--- src/rtl/addsub_cla_pkg.sv ---
// Package: shared constants and types for the lookahead adder/subtractor.
// Assumes: the word width is a whole multiple of the slice width.
package addsub_cla_pkg;

    localparam int WORD_W  = 32;
    localparam int SLICE_W = 8;

    // Operation encoding carried on the mode input.
    typedef enum logic {
        OP_ADD = 1'b0,
        OP_SUB = 1'b1
    } op_mode_e;

endpackage

--- src/rtl/cla_lookahead.sv ---
// Module: cla_lookahead
// What:   Flat carry-lookahead network. From N generate/propagate pairs and a
//         carry-in it forms the carry into each position, plus the summary
//         generate and propagate of the whole span.
// Assumes: N is small enough that the two-level AND-OR terms stay practical
//          (used here with N = 8 and N = 4).
module cla_lookahead #(
    parameter int N = 8
) (
    input  logic [N-1:0] gen,
    input  logic [N-1:0] prop,
    input  logic         cin,
    output logic [N-1:0] carry_in,
    output logic         span_gen,
    output logic         span_prop
);

    // Carry into position k: OR of every generate below k, each ANDed with
    // the propagates above it, plus cin ANDed with all propagates below k.
    always_comb begin
        logic acc;
        logic prod;
        carry_in[0] = cin;
        for (int k = 1; k < N; k++) begin
            prod = cin;
            for (int j = 0; j < k; j++) prod = prod & prop[j];
            acc = prod;
            for (int j = 0; j < k; j++) begin
                prod = gen[j];
                for (int m = j + 1; m < k; m++) prod = prod & prop[m];
                acc = acc | prod;
            end
            carry_in[k] = acc;
        end
    end

    // Summary generate: some position generates and every position above
    // it propagates.
    always_comb begin
        logic acc;
        logic prod;
        acc = 1'b0;
        for (int j = 0; j < N; j++) begin
            prod = gen[j];
            for (int m = j + 1; m < N; m++) prod = prod & prop[m];
            acc = acc | prod;
        end
        span_gen = acc;
    end

    // Summary propagate: every position propagates.
    always_comb begin
        logic acc;
        acc = 1'b1;
        for (int j = 0; j < N; j++) acc = acc & prop[j];
        span_prop = acc;
    end

endmodule

--- src/rtl/cla_slice.sv ---
// Module: cla_slice
// What:   One lookahead slice. Forms per-bit generate (a AND b) and propagate
//         (a OR b) and resolves the carry into every bit of the slice from
//         the slice carry-in.
// Assumes: b has already been conditioned for subtraction by the caller.
module cla_slice #(
    parameter int W = 8
) (
    input  logic [W-1:0] a,
    input  logic [W-1:0] b,
    input  logic         cin,
    output logic [W-1:0] bit_carry,
    output logic         slice_gen,
    output logic         slice_prop
);

    logic [W-1:0] gen;
    logic [W-1:0] prop;

    // Per-bit generate and propagate terms.
    always_comb begin
        gen  = a & b;
        prop = a | b;
    end

    cla_lookahead #(.N(W)) u_la (
        .gen       (gen),
        .prop      (prop),
        .cin       (cin),
        .carry_in  (bit_carry),
        .span_gen  (slice_gen),
        .span_prop (slice_prop)
    );

endmodule

--- src/rtl/addsub_cla_top.sv ---
// Module: addsub_cla_top
// What:   Combinational two's-complement adder/subtractor with two-level
//         carry lookahead: flat lookahead inside each slice, and a second
//         lookahead over the slice summaries that gives the carry into each
//         slice and the word carry-out. Signed overflow is the XOR of the
//         carries into and out of the top bit.
// Assumes: no clock or reset; the parent registers the outputs if needed.
module addsub_cla_top
    import addsub_cla_pkg::*;
#(
    parameter int WIDTH   = WORD_W,
    parameter int SLICE   = SLICE_W
) (
    input  logic [WIDTH-1:0] x,
    input  logic [WIDTH-1:0] y,
    input  logic             mode,
    output logic [WIDTH-1:0] sum,
    output logic             carry_out,
    output logic             overflow
);

    localparam int NSLICE = WIDTH / SLICE;

    logic [WIDTH-1:0]  y_eff;
    logic [WIDTH-1:0]  c_bits;
    logic [NSLICE-1:0] slc_gen;
    logic [NSLICE-1:0] slc_prop;
    logic [NSLICE-1:0] grp_cin;
    logic              word_gen;
    logic              word_prop;

    // Condition the second operand: XOR with the mode bit inverts it when subtracting.
    always_comb y_eff = y ^ {WIDTH{mode == OP_SUB}};

    // First level: one lookahead slice per SLICE-bit group.
    for (genvar gi = 0; gi < NSLICE; gi++) begin : g_slice
        cla_slice #(.W(SLICE)) u_slice (
            .a          (x[gi*SLICE +: SLICE]),
            .b          (y_eff[gi*SLICE +: SLICE]),
            .cin        (grp_cin[gi]),
            .bit_carry  (c_bits[gi*SLICE +: SLICE]),
            .slice_gen  (slc_gen[gi]),
            .slice_prop (slc_prop[gi])
        );
    end

    // Second level: carries between slices; the mode bit is the carry-in.
    cla_lookahead #(.N(NSLICE)) u_grp_la (
        .gen       (slc_gen),
        .prop      (slc_prop),
        .cin       (mode),
        .carry_in  (grp_cin),
        .span_gen  (word_gen),
        .span_prop (word_prop)
    );

    // Result bits, carry out of the word, and signed overflow.
    always_comb begin
        sum       = x ^ y_eff ^ c_bits;
        carry_out = word_gen | (word_prop & mode);
        overflow  = c_bits[WIDTH-1] ^ carry_out;
    end

endmodule

--- config.mk ---
export PLATFORM = sky130hd
export DESIGN_NAME = addsub_cla_top
export DESIGN_NICKNAME = d
export VERILOG_FILES = /design/src/rtl/addsub_cla_pkg.sv /design/src/rtl/cla_lookahead.sv /design/src/rtl/cla_slice.sv /design/src/rtl/addsub_cla_top.sv
export SDC_FILE = /design/constraint.sdc
export NUM_CORES = 1
export LEC_CHECK = 0
export ABC_AREA = 1
export BUFFER_PORTS_ARGS = -buffer_cell sky130_fd_sc_hd__clkbuf_2
export CORE_UTILIZATION = 55
export DETAILED_ROUTE_END_ITERATION = 7
export MAX_ROUTING_LAYER = met4
export PLACE_DENSITY = 0.94
export SYNTH_ARGS = -nofsm -noshare
export SYNTH_HDL_FRONTEND = slang
export SYNTH_SLANG_ARGS = --single-unit
--- constraint.sdc ---
create_clock -name vclk -period 7.1
set_clock_uncertainty 0.15 [all_clocks]
set_input_delay 0.71 -clock vclk [all_inputs]
set_output_delay 0.71 -clock vclk [all_outputs]
set_load 0.01 [all_outputs]
==> summary.txt, run 1 <==
Outcome
  • Outcome: finished clean

Routing
  • Routed metal-1 wire length: 2.06 mm
  • Uppermost routed layer: met4
  • DR vias/cell: 4.71
  • Length of routed met3 wiring: 226 um
  • ANT nets after route: 0
  • Number of detailed-routing iterations run before antenna repair: 4
  • Total number of vias: 2474
  • Iter 0 DRT Violations: 42
  • Routed len/inst: 9.92 um
  • Met2 layer wire length in the routed design: 2.90 mm
  • Count of unresolved DRC violations after routing: 0
  • Wirelength, routed: 5.21 mm

Yosys
  • Leading area contributor after synthesis: sky130_fd_sc_hd__ha_1
  • Post-synth top area share: 0.316
  • Number of distinct library cells after synthesis: 34
  • Average cell area after synthesis: 6.73 um^2
  • Leading cell types by count after synthesis: sky130_fd_sc_hd__inv_1 (109), sky130_fd_sc_hd__ha_1 (64), sky130_fd_sc_hd__nand2_1 (36), sky130_fd_sc_hd__xnor2_1 (34), sky130_fd_sc_hd__xor2_1 (24)
  • Cell with the most instances after synthesis: sky130_fd_sc_hd__inv_1
  • Number of warnings reported in the yosys synthesis log: 0
  • Sequential element share of the synthesized area: 0
  • Gate count after technology mapping: 377
  • Largest cells by area after synthesis: sky130_fd_sc_hd__ha_1 (32%), sky130_fd_sc_hd__inv_1 (16%), sky130_fd_sc_hd__xnor2_1 (12%), sky130_fd_sc_hd__xor2_1 (8.3%), sky130_fd_sc_hd__nand2_1 (5.3%)
  • Total nets after synthesis: 509
  • Netlist area before placement: 0.00254 mm^2

Finish
  • Final cell utilization of the core: 0.704
  • Count of antenna diodes in the layout: 0
  • Area added between synthesis and finish: 21.6%
  • Layout fillers: 390
  • Ratio of cells with drive above 1 in the final layout: 0.300
  • Number of flip-flops and latches: 0
  • Cell Count, Final, Fillers Out: 525
  • Number of nets in the layout: 607
  • Sequential cell area: 0 um^2
  • Clock buffer instance count of the final layout: 0

Timing
  • Max transition margin: 0.612
  • Hold Violations, Final: 0
  • Setup TNS: 0 ps
  • Unrepaired setup endpoints after global routing: no
  • Achievable Freq: 234 MHz
  • Final-report max-slew violation count: 0
  • Finish-stage setup viols: 0
  • Final clock period utilization by the worst path: 0.602
  • Final WS setup: 2820 ps
  • Transition time at the pin with the least slew margin: 581 ps
  • Post-layout min period: 4280 ps

Die
  • Die boundary height: 69.9 um
  • Total die area: 0.00489 mm^2
  • Effective utilization at floorplan: 0.579
  • I/O pin count: 99
  • Total core area: 0.00438 mm^2
  • Total number of placement rows: 24
  • Chip Width: 69.9 um

Setup path
  • Critical path start-end classification: in2out
  • Type of element capturing the critical path: output port
  • Required @ worst endpoint: 6240 ps
  • Element type at the critical path start: input pin
  • Data arrival time of the worst path: 3420 ps
  • Critical path peak fanout: 37

Pwr
  • Largest voltage drop on the vdd net: 0.0685 mV
  • Overall power of the completed layout: 0.000347 W
  • Leakage power summed over all cells: 1.97 nW
  • Cell area power density: 113 mW/mm^2

CTS
  • Number of resized instances in the post-cts repair step: 0
  • Number of buffers inserted by post-CTS setup repair: 0
  • Hold-fix buffers at CTS: 0

Place
  • Placed instance count: 525
  • DP Wirelength: 4.80 mm
  • Routability congestion estimate: 0.834
  • Number of port buffers: 99
  • Post-placement worst setup slack: 2810 ps

Hold path
  • Hold Path Stages: 5
  • Min-Delay Startpoint: y[0]
  • HP Class: in2out
  • Hold Path End: sum[1]

Global route
  • Overall overflow remaining after global route: 0
  • GRT Total Usage: 0.215
  • Largest net degree at the start of global routing: 38
  • Vias in the first global route: 2419
  • First-pass GRT wire length: 8.89 mm
  • Antenna violations before repair: 0

Flow run
  • Max-cap violations: 0
per-layer routing:
layer  up-vias  GRT usage
li1       1300          -
met3         2     0.0115
met1      1108      0.213
met2        64      0.467
met5         -          -
met4         0     0.0111
worst max-delay path, cell delays in order:
cell	delay, ps
sky130_fd_sc_hd__clkbuf_2	70
sky130_fd_sc_hd__buf_4	480
sky130_fd_sc_hd__xor2_1	240
sky130_fd_sc_hd__inv_1	60
sky130_fd_sc_hd__ha_1	200
sky130_fd_sc_hd__nor2_1	140
sky130_fd_sc_hd__nand3_1	100
sky130_fd_sc_hd__nor2_1	110
sky130_fd_sc_hd__nor2_1	50
sky130_fd_sc_hd__nor2_1	110
sky130_fd_sc_hd__nor2_2	60
sky130_fd_sc_hd__nand2_4	90
sky130_fd_sc_hd__nand2_2	60
sky130_fd_sc_hd__nand3_2	80
sky130_fd_sc_hd__nand3b_2	100
sky130_fd_sc_hd__nand2_2	110
sky130_fd_sc_hd__nand2_2	60
sky130_fd_sc_hd__nand2_2	70
sky130_fd_sc_hd__nand2_1	70
sky130_fd_sc_hd__nand2_2	80
sky130_fd_sc_hd__nand2_2	60
sky130_fd_sc_hd__nand2_1	50
sky130_fd_sc_hd__nand2_1	40
sky130_fd_sc_hd__nand2_1	60
sky130_fd_sc_hd__clkbuf_2	130
layout make-up:
class / instances / area, um^2 / share of cell area
Inverter: 115 / 432 / 0.140
Multi-Input combinational cell: 258 / 2090 / 0.676
Tap cell: 52 / 65.1 / 0.0211
Timing Repair Buffer: 100 / 503 / 0.163
cell usage in the layout (no fill, tap or decap), types with 3 or more instances in the layout:
master	synthesis	final
sky130_fd_sc_hd__a21oi_1	6	6
sky130_fd_sc_hd__inv_2	6	6
sky130_fd_sc_hd__fa_1	3	3
sky130_fd_sc_hd__nand2_2	20	20
sky130_fd_sc_hd__nor4_1	3	3
sky130_fd_sc_hd__clkbuf_2	0	99
sky130_fd_sc_hd__xor2_1	24	24
sky130_fd_sc_hd__nor2_1	21	21
sky130_fd_sc_hd__xnor2_1	34	34
sky130_fd_sc_hd__inv_1	109	109
sky130_fd_sc_hd__nand2_1	36	36
sky130_fd_sc_hd__nand4_1	4	4
sky130_fd_sc_hd__nand3_2	4	4
sky130_fd_sc_hd__nand3_1	16	16
sky130_fd_sc_hd__ha_1	64	64
stage by stage:
step           hold slack [ps]  cell area, um^2
6_report                  1660             3090
5_1_grt                   1730             3090
4_1_cts                   1660             3090
3_5_place_dp              1660             3090
3_3_place_gp              1670             3090
2_1_floorplan             1460             2540
where the power goes:
part           internal, W  switching [W]  total (W)
clock                    0              0          0
sequential               0              0          0
combinational     0.000151       0.000196   0.000347
total             0.000151       0.000196   0.000347
kinds of logic after synthesis:
family	Yosys count	synth area share
buffers and inverters	119	0.178
AND/OR/NAND/NOR	115	0.232
adder cells (fa/ha/maj)	67	0.339
XOR/XNOR	58	0.200
AO/OA/AOI/OAI	18	0.0503
worst max-delay path by stage:
| stage | start | to |
|---|---|---|
| final | mode | sum[30] |
| after global routing | mode | sum[30] |
| after CTS | mode | sum[30] |
| after detailed placement | mode | sum[30] |
| after global placement | mode | sum[30] |
| after floorplan | mode | sum[22] |
(Power assumes the default switching activity.)
==> inputs of run 2 (changes only) <==
--- a/config.mk
+++ b/config.mk
@@ -5,12 +5,12 @@
 export SDC_FILE = /design/constraint.sdc
 export NUM_CORES = 1
 export LEC_CHECK = 0
-export ABC_AREA = 1
+export ABC_AREA = 0
 export BUFFER_PORTS_ARGS = -buffer_cell sky130_fd_sc_hd__clkbuf_2
-export CORE_UTILIZATION = 55
+export CORE_UTILIZATION = 46
 export DETAILED_ROUTE_END_ITERATION = 7
 export MAX_ROUTING_LAYER = met4
-export PLACE_DENSITY = 0.94
+export PLACE_DENSITY = 0.85
 export SYNTH_ARGS = -nofsm -noshare
 export SYNTH_HDL_FRONTEND = slang
 export SYNTH_SLANG_ARGS = --single-unit
==> constraint.sdc (replaced) <==
create_clock -name vclk -period 3.7
set_clock_uncertainty 0.15 [all_clocks]
set_input_delay 0.37 -clock vclk [all_inputs]
set_output_delay 0.37 -clock vclk [all_outputs]
set_load 0.01 [all_outputs]
==> run 2 against run 1 <==
Compared with the run above: sequential share of layout area is the same; die area grew 10%; synthesized area shrank 7.6%; largest cell class unchanged; largest power group unchanged.
==> summary.txt, run 2 <==
Die
  • Effective utilization at floorplan: 0.486 (-0.0923)
  • I/O pin count: 99 (unchanged)
  • Total die area: 0.00538 mm^2 (+10%)
  • Total core area: 0.00482 mm^2 (+9.9%)
  • Die boundary height: 73.4 um (+4.9%)
  • Chip Width: 73.4 um (+4.9%)
  • Total number of placement rows: 25 (+4.2%)

Setup path
  • Critical path peak fanout: 7 (-81%)
  • Data arrival time of the worst path: 3130 ps (-290 ps)
  • Standard cell with the maximum stage delay on the critical path: sky130_fd_sc_hd__fa_1
  • Crit-path cells: buf_6, buf_12, buf_4, xor2_1, inv_1, ha_1, nor3_1, nand2_1, nor2_1, a2111oi_4, buf_4, and2_1, fa_1, xnor2_1, clkbuf_2
  • Type of element capturing the critical path: output port
  • Maximum single-stage delay on the critical path: 400 ps (-80 ps)
  • Most Frequent Cell on Critical Path: sky130_fd_sc_hd__buf_4
  • Element type at the critical path start: input pin
  • Required @ worst endpoint: 3180 ps (-3060 ps)
  • Critical path start-end classification: in2out

Finish
  • Ratio of cells with drive above 1 in the final layout: 0.394 (+0.0942)
  • Total non-filler cell area in the finished layout: 0.00335 mm^2 (+8.6%)
  • Count of antenna diodes in the layout: 0 (unchanged)
  • Area added between synthesis and finish: 43.0%
  • Number of nets in the layout: 560 (-7.7%)
  • Cell Count, Final, Fillers Out: 493 (-6.1%)
  • Most used cells in the layout excluding fill and tap cells: sky130_fd_sc_hd__clkbuf_2 (96), sky130_fd_sc_hd__inv_1 (82), sky130_fd_sc_hd__ha_1 (58)
  • Number of flip-flops and latches: 0 (unchanged)
  • Commonest non-fill, non-tap cell in the layout: sky130_fd_sc_hd__clkbuf_2
  • Layout fillers: 403 (+3.3%)
  • Sequential cell area: 0 um^2 (unchanged)
  • Final cell utilization of the core: 0.696 (-0.00818)
  • Clock buffer instance count of the final layout: 0 (unchanged)

Global route
  • First-pass GRT wire length: 8.11 mm (-8.8%)
  • GRT Total Usage: 0.190 (-0.0253)
  • Overall overflow remaining after global route: 0 (unchanged)
  • Largest net degree at the start of global routing: 14 (-63%)
  • Vias in the first global route: 2092 (-14%)
  • Antenna violations before repair: 0 (unchanged)

Outcome
  • Outcome: finished clean

Timing
  • Hold Violations, Final: 0 (unchanged)
  • Transition time at the pin with the least slew margin: 629 ps (+47.5 ps)
  • Max transition margin: 0.574 (-0.0383)
  • Final clock period utilization by the worst path: 0.986
  • Setup TNS: 0 ps (unchanged)
  • Post-Route Hold Slack: 1020 ps (-640 ps)
  • Final-report max-slew violation count: 0 (unchanged)
  • Post-layout min period: 3650 ps
  • Finish-stage setup viols: 0 (unchanged)
  • Achievable Freq: 274 MHz

Routing
  • Routed len/inst: 11.8 um (+19%)
  • Wirelength, routed: 5.80 mm (+11%)
  • Number of detailed-routing iterations run before antenna repair: 4 (unchanged)
  • Total number of vias: 2323 (-6.1%)
  • Count of unresolved DRC violations after routing: 0 (unchanged)
  • DR vias/cell: 4.71 (about the same)
  • ANT nets after route: 0 (unchanged)
  • Iter 0 DRT Violations: 64 (+52%)

Place
  • DP Wirelength: 4.81 mm (+0.34%)
  • Routability congestion estimate: 0.846 (+1.4%)
  • Placement-stage cell area: 0.00303 mm^2 (-1.7%)
  • Placed instance count: 484 (-7.8%)
  • Number of port buffers: 99 (unchanged)

Flow run
  • Max-cap violations: 0 (unchanged)

Pwr
  • Switching share of total power: 0.517 (-0.0470)
  • NetSw: 0.000391 W (+100%)
  • Leakage power summed over all cells: 1.92 nW (-2.7%)
  • Largest voltage drop on the vdd net: 0.131 mV (+92%)
  • Cell area power density: 226 mW/mm^2 (+100%)
  • Portion of total power attributed to sequential cells: 0 (unchanged)
  • Combinational cell fraction of total power: 1.000 (about the same)
  • Internal Pwr Total: 0.000365 W (+140%)
  • Clk pwr share: 0 (unchanged)

Yosys
  • Dominant combinational cell family by area after synthesis: adder cells
  • Gate count after technology mapping: 305 (-19%)
  • Post-synthesis compound-gate area fraction: 0.161 (+0.110)
  • Post-synth top area share: 0.342 (+0.0261)
  • Simple-gate share of the synthesized area: 0.0934 (-0.139)
  • Cell with the most instances after synthesis: sky130_fd_sc_hd__inv_1
  • Number of distinct library cells after synthesis: 41 (+21%)
  • Average cell area after synthesis: 7.68 um^2 (+14%)
  • Xor-xnor portion of the synthesized cell area: 0.228 (+0.0278)
  • Leading cell types by count after synthesis: sky130_fd_sc_hd__inv_1 (83), sky130_fd_sc_hd__ha_1 (64), sky130_fd_sc_hd__xor2_1 (36), sky130_fd_sc_hd__xnor2_1 (25), sky130_fd_sc_hd__nor2_1 (18)
  • Netlist area before placement: 0.00234 mm^2 (-7.6%)
  • Number of warnings reported in the yosys synthesis log: 0 (unchanged)
  • Fraction of synthesized area in multiplexers: 0.0107 (+0.0107)
  • Sequential element share of the synthesized area: 0 (unchanged)
  • Largest cells by area after synthesis: sky130_fd_sc_hd__ha_1 (34%), sky130_fd_sc_hd__xor2_1 (13%), sky130_fd_sc_hd__inv_1 (13%), sky130_fd_sc_hd__xnor2_1 (9.3%), sky130_fd_sc_hd__a21oi_1 (3.0%)
  • Leading area contributor after synthesis: sky130_fd_sc_hd__ha_1
  • Total nets after synthesis: 437 (-14%)
  • Adder-cell area share of the yosys netlist: 0.367 (+0.0281)

Hold path
  • HP Class: in2out

CTS
  • Hold-fix buffers at CTS: 0 (unchanged)
==> run 2: cell types whose count changed after synthesis, moves of 8 or more <==
cell and change:
sky130_fd_sc_hd__nand2_1 -33, sky130_fd_sc_hd__nand2_2 -20, sky130_fd_sc_hd__xor2_1 +12, sky130_fd_sc_hd__xnor2_1 -9, sky130_fd_sc_hd__inv_1 -26, sky130_fd_sc_hd__a21oi_1 +8, sky130_fd_sc_hd__nand3_1 -16
==> run 2: worst max-delay path: cells and delay by family <==
kind	cells	cell delay (ps)
simple gates	4	780
compound gates	1	80
xor+xnor	2	470
buf+inv	6	800
fa+ha+maj	2	620
==> run 2: area by class of cell <==
class                           instances  area [um^2]  area share
Inverter                               83          312      0.0930
Multi-Input combinational cell        218         2210       0.659
Tap cell                               67         83.8      0.0250
Timing Repair Buffer                  125          747       0.223
==> run 2: power groups by stage <==
stage | registers [W] | clock network [W] | logic, W
6_report | 0 | 0 | 0.000757
5_1_grt | 0 | 0 | 0.000825
4_1_cts | 0 | 0 | 0.000698
3_5_place_dp | 0 | 0 | 0.000685
3_3_place_gp | 0 | 0 | 0.000662
2_1_floorplan | 0 | 0 | 0.000432
==> run 2: cell families (layout without fill, tap and decap cells) <==
| logic type | count (synthesis) | count (layout) |
|---|---|---|
| simple gates | 43 | 43 |
| fa+ha+maj | 67 | 67 |
| mux | 2 | 2 |
| buf+inv | 87 | 208 |
| compound gates | 45 | 45 |
| xor+xnor | 61 | 61 |
==> run 2: per-layer routing <==
metal / vias to the layer above / track usage / part of all wire
met2: 57 / 0.402 / 0.58
met4: 0 / 0.0385 / 0.015
met5: - / - / 0
li1: 1177 / - / -
met1: 1079 / 0.192 / 0.38
met3: 10 / 0 / 0.025
==> run 2: what timing repair did <==
item | CTS | global route
resized for setup | 4 | 45
endpoints found under the hold margin | 0 | 0
setup buffers | 3 | 5
endpoints found under the setup margin | 5 | 16
pin swaps | 8 | 13
gates cloned | 0 | 1
==> run 2: worst paths after layout <==
kind,slack (ps),from,depth (start not counted),endpoint
max,50,mode,15,sum[17]
min,1020,x[0],4,sum[1]
==> run 2: metrics by stage <==
stage	power (W)	worst slack [ps]
2_1_floorplan	0.000432	26.4
3_5_place_dp	0.000685	-102
6_report	0.000757	52.8
4_1_cts	0.000698	-4.13
3_3_place_gp	0.000662	11.0
5_1_grt	0.000825	-79.3
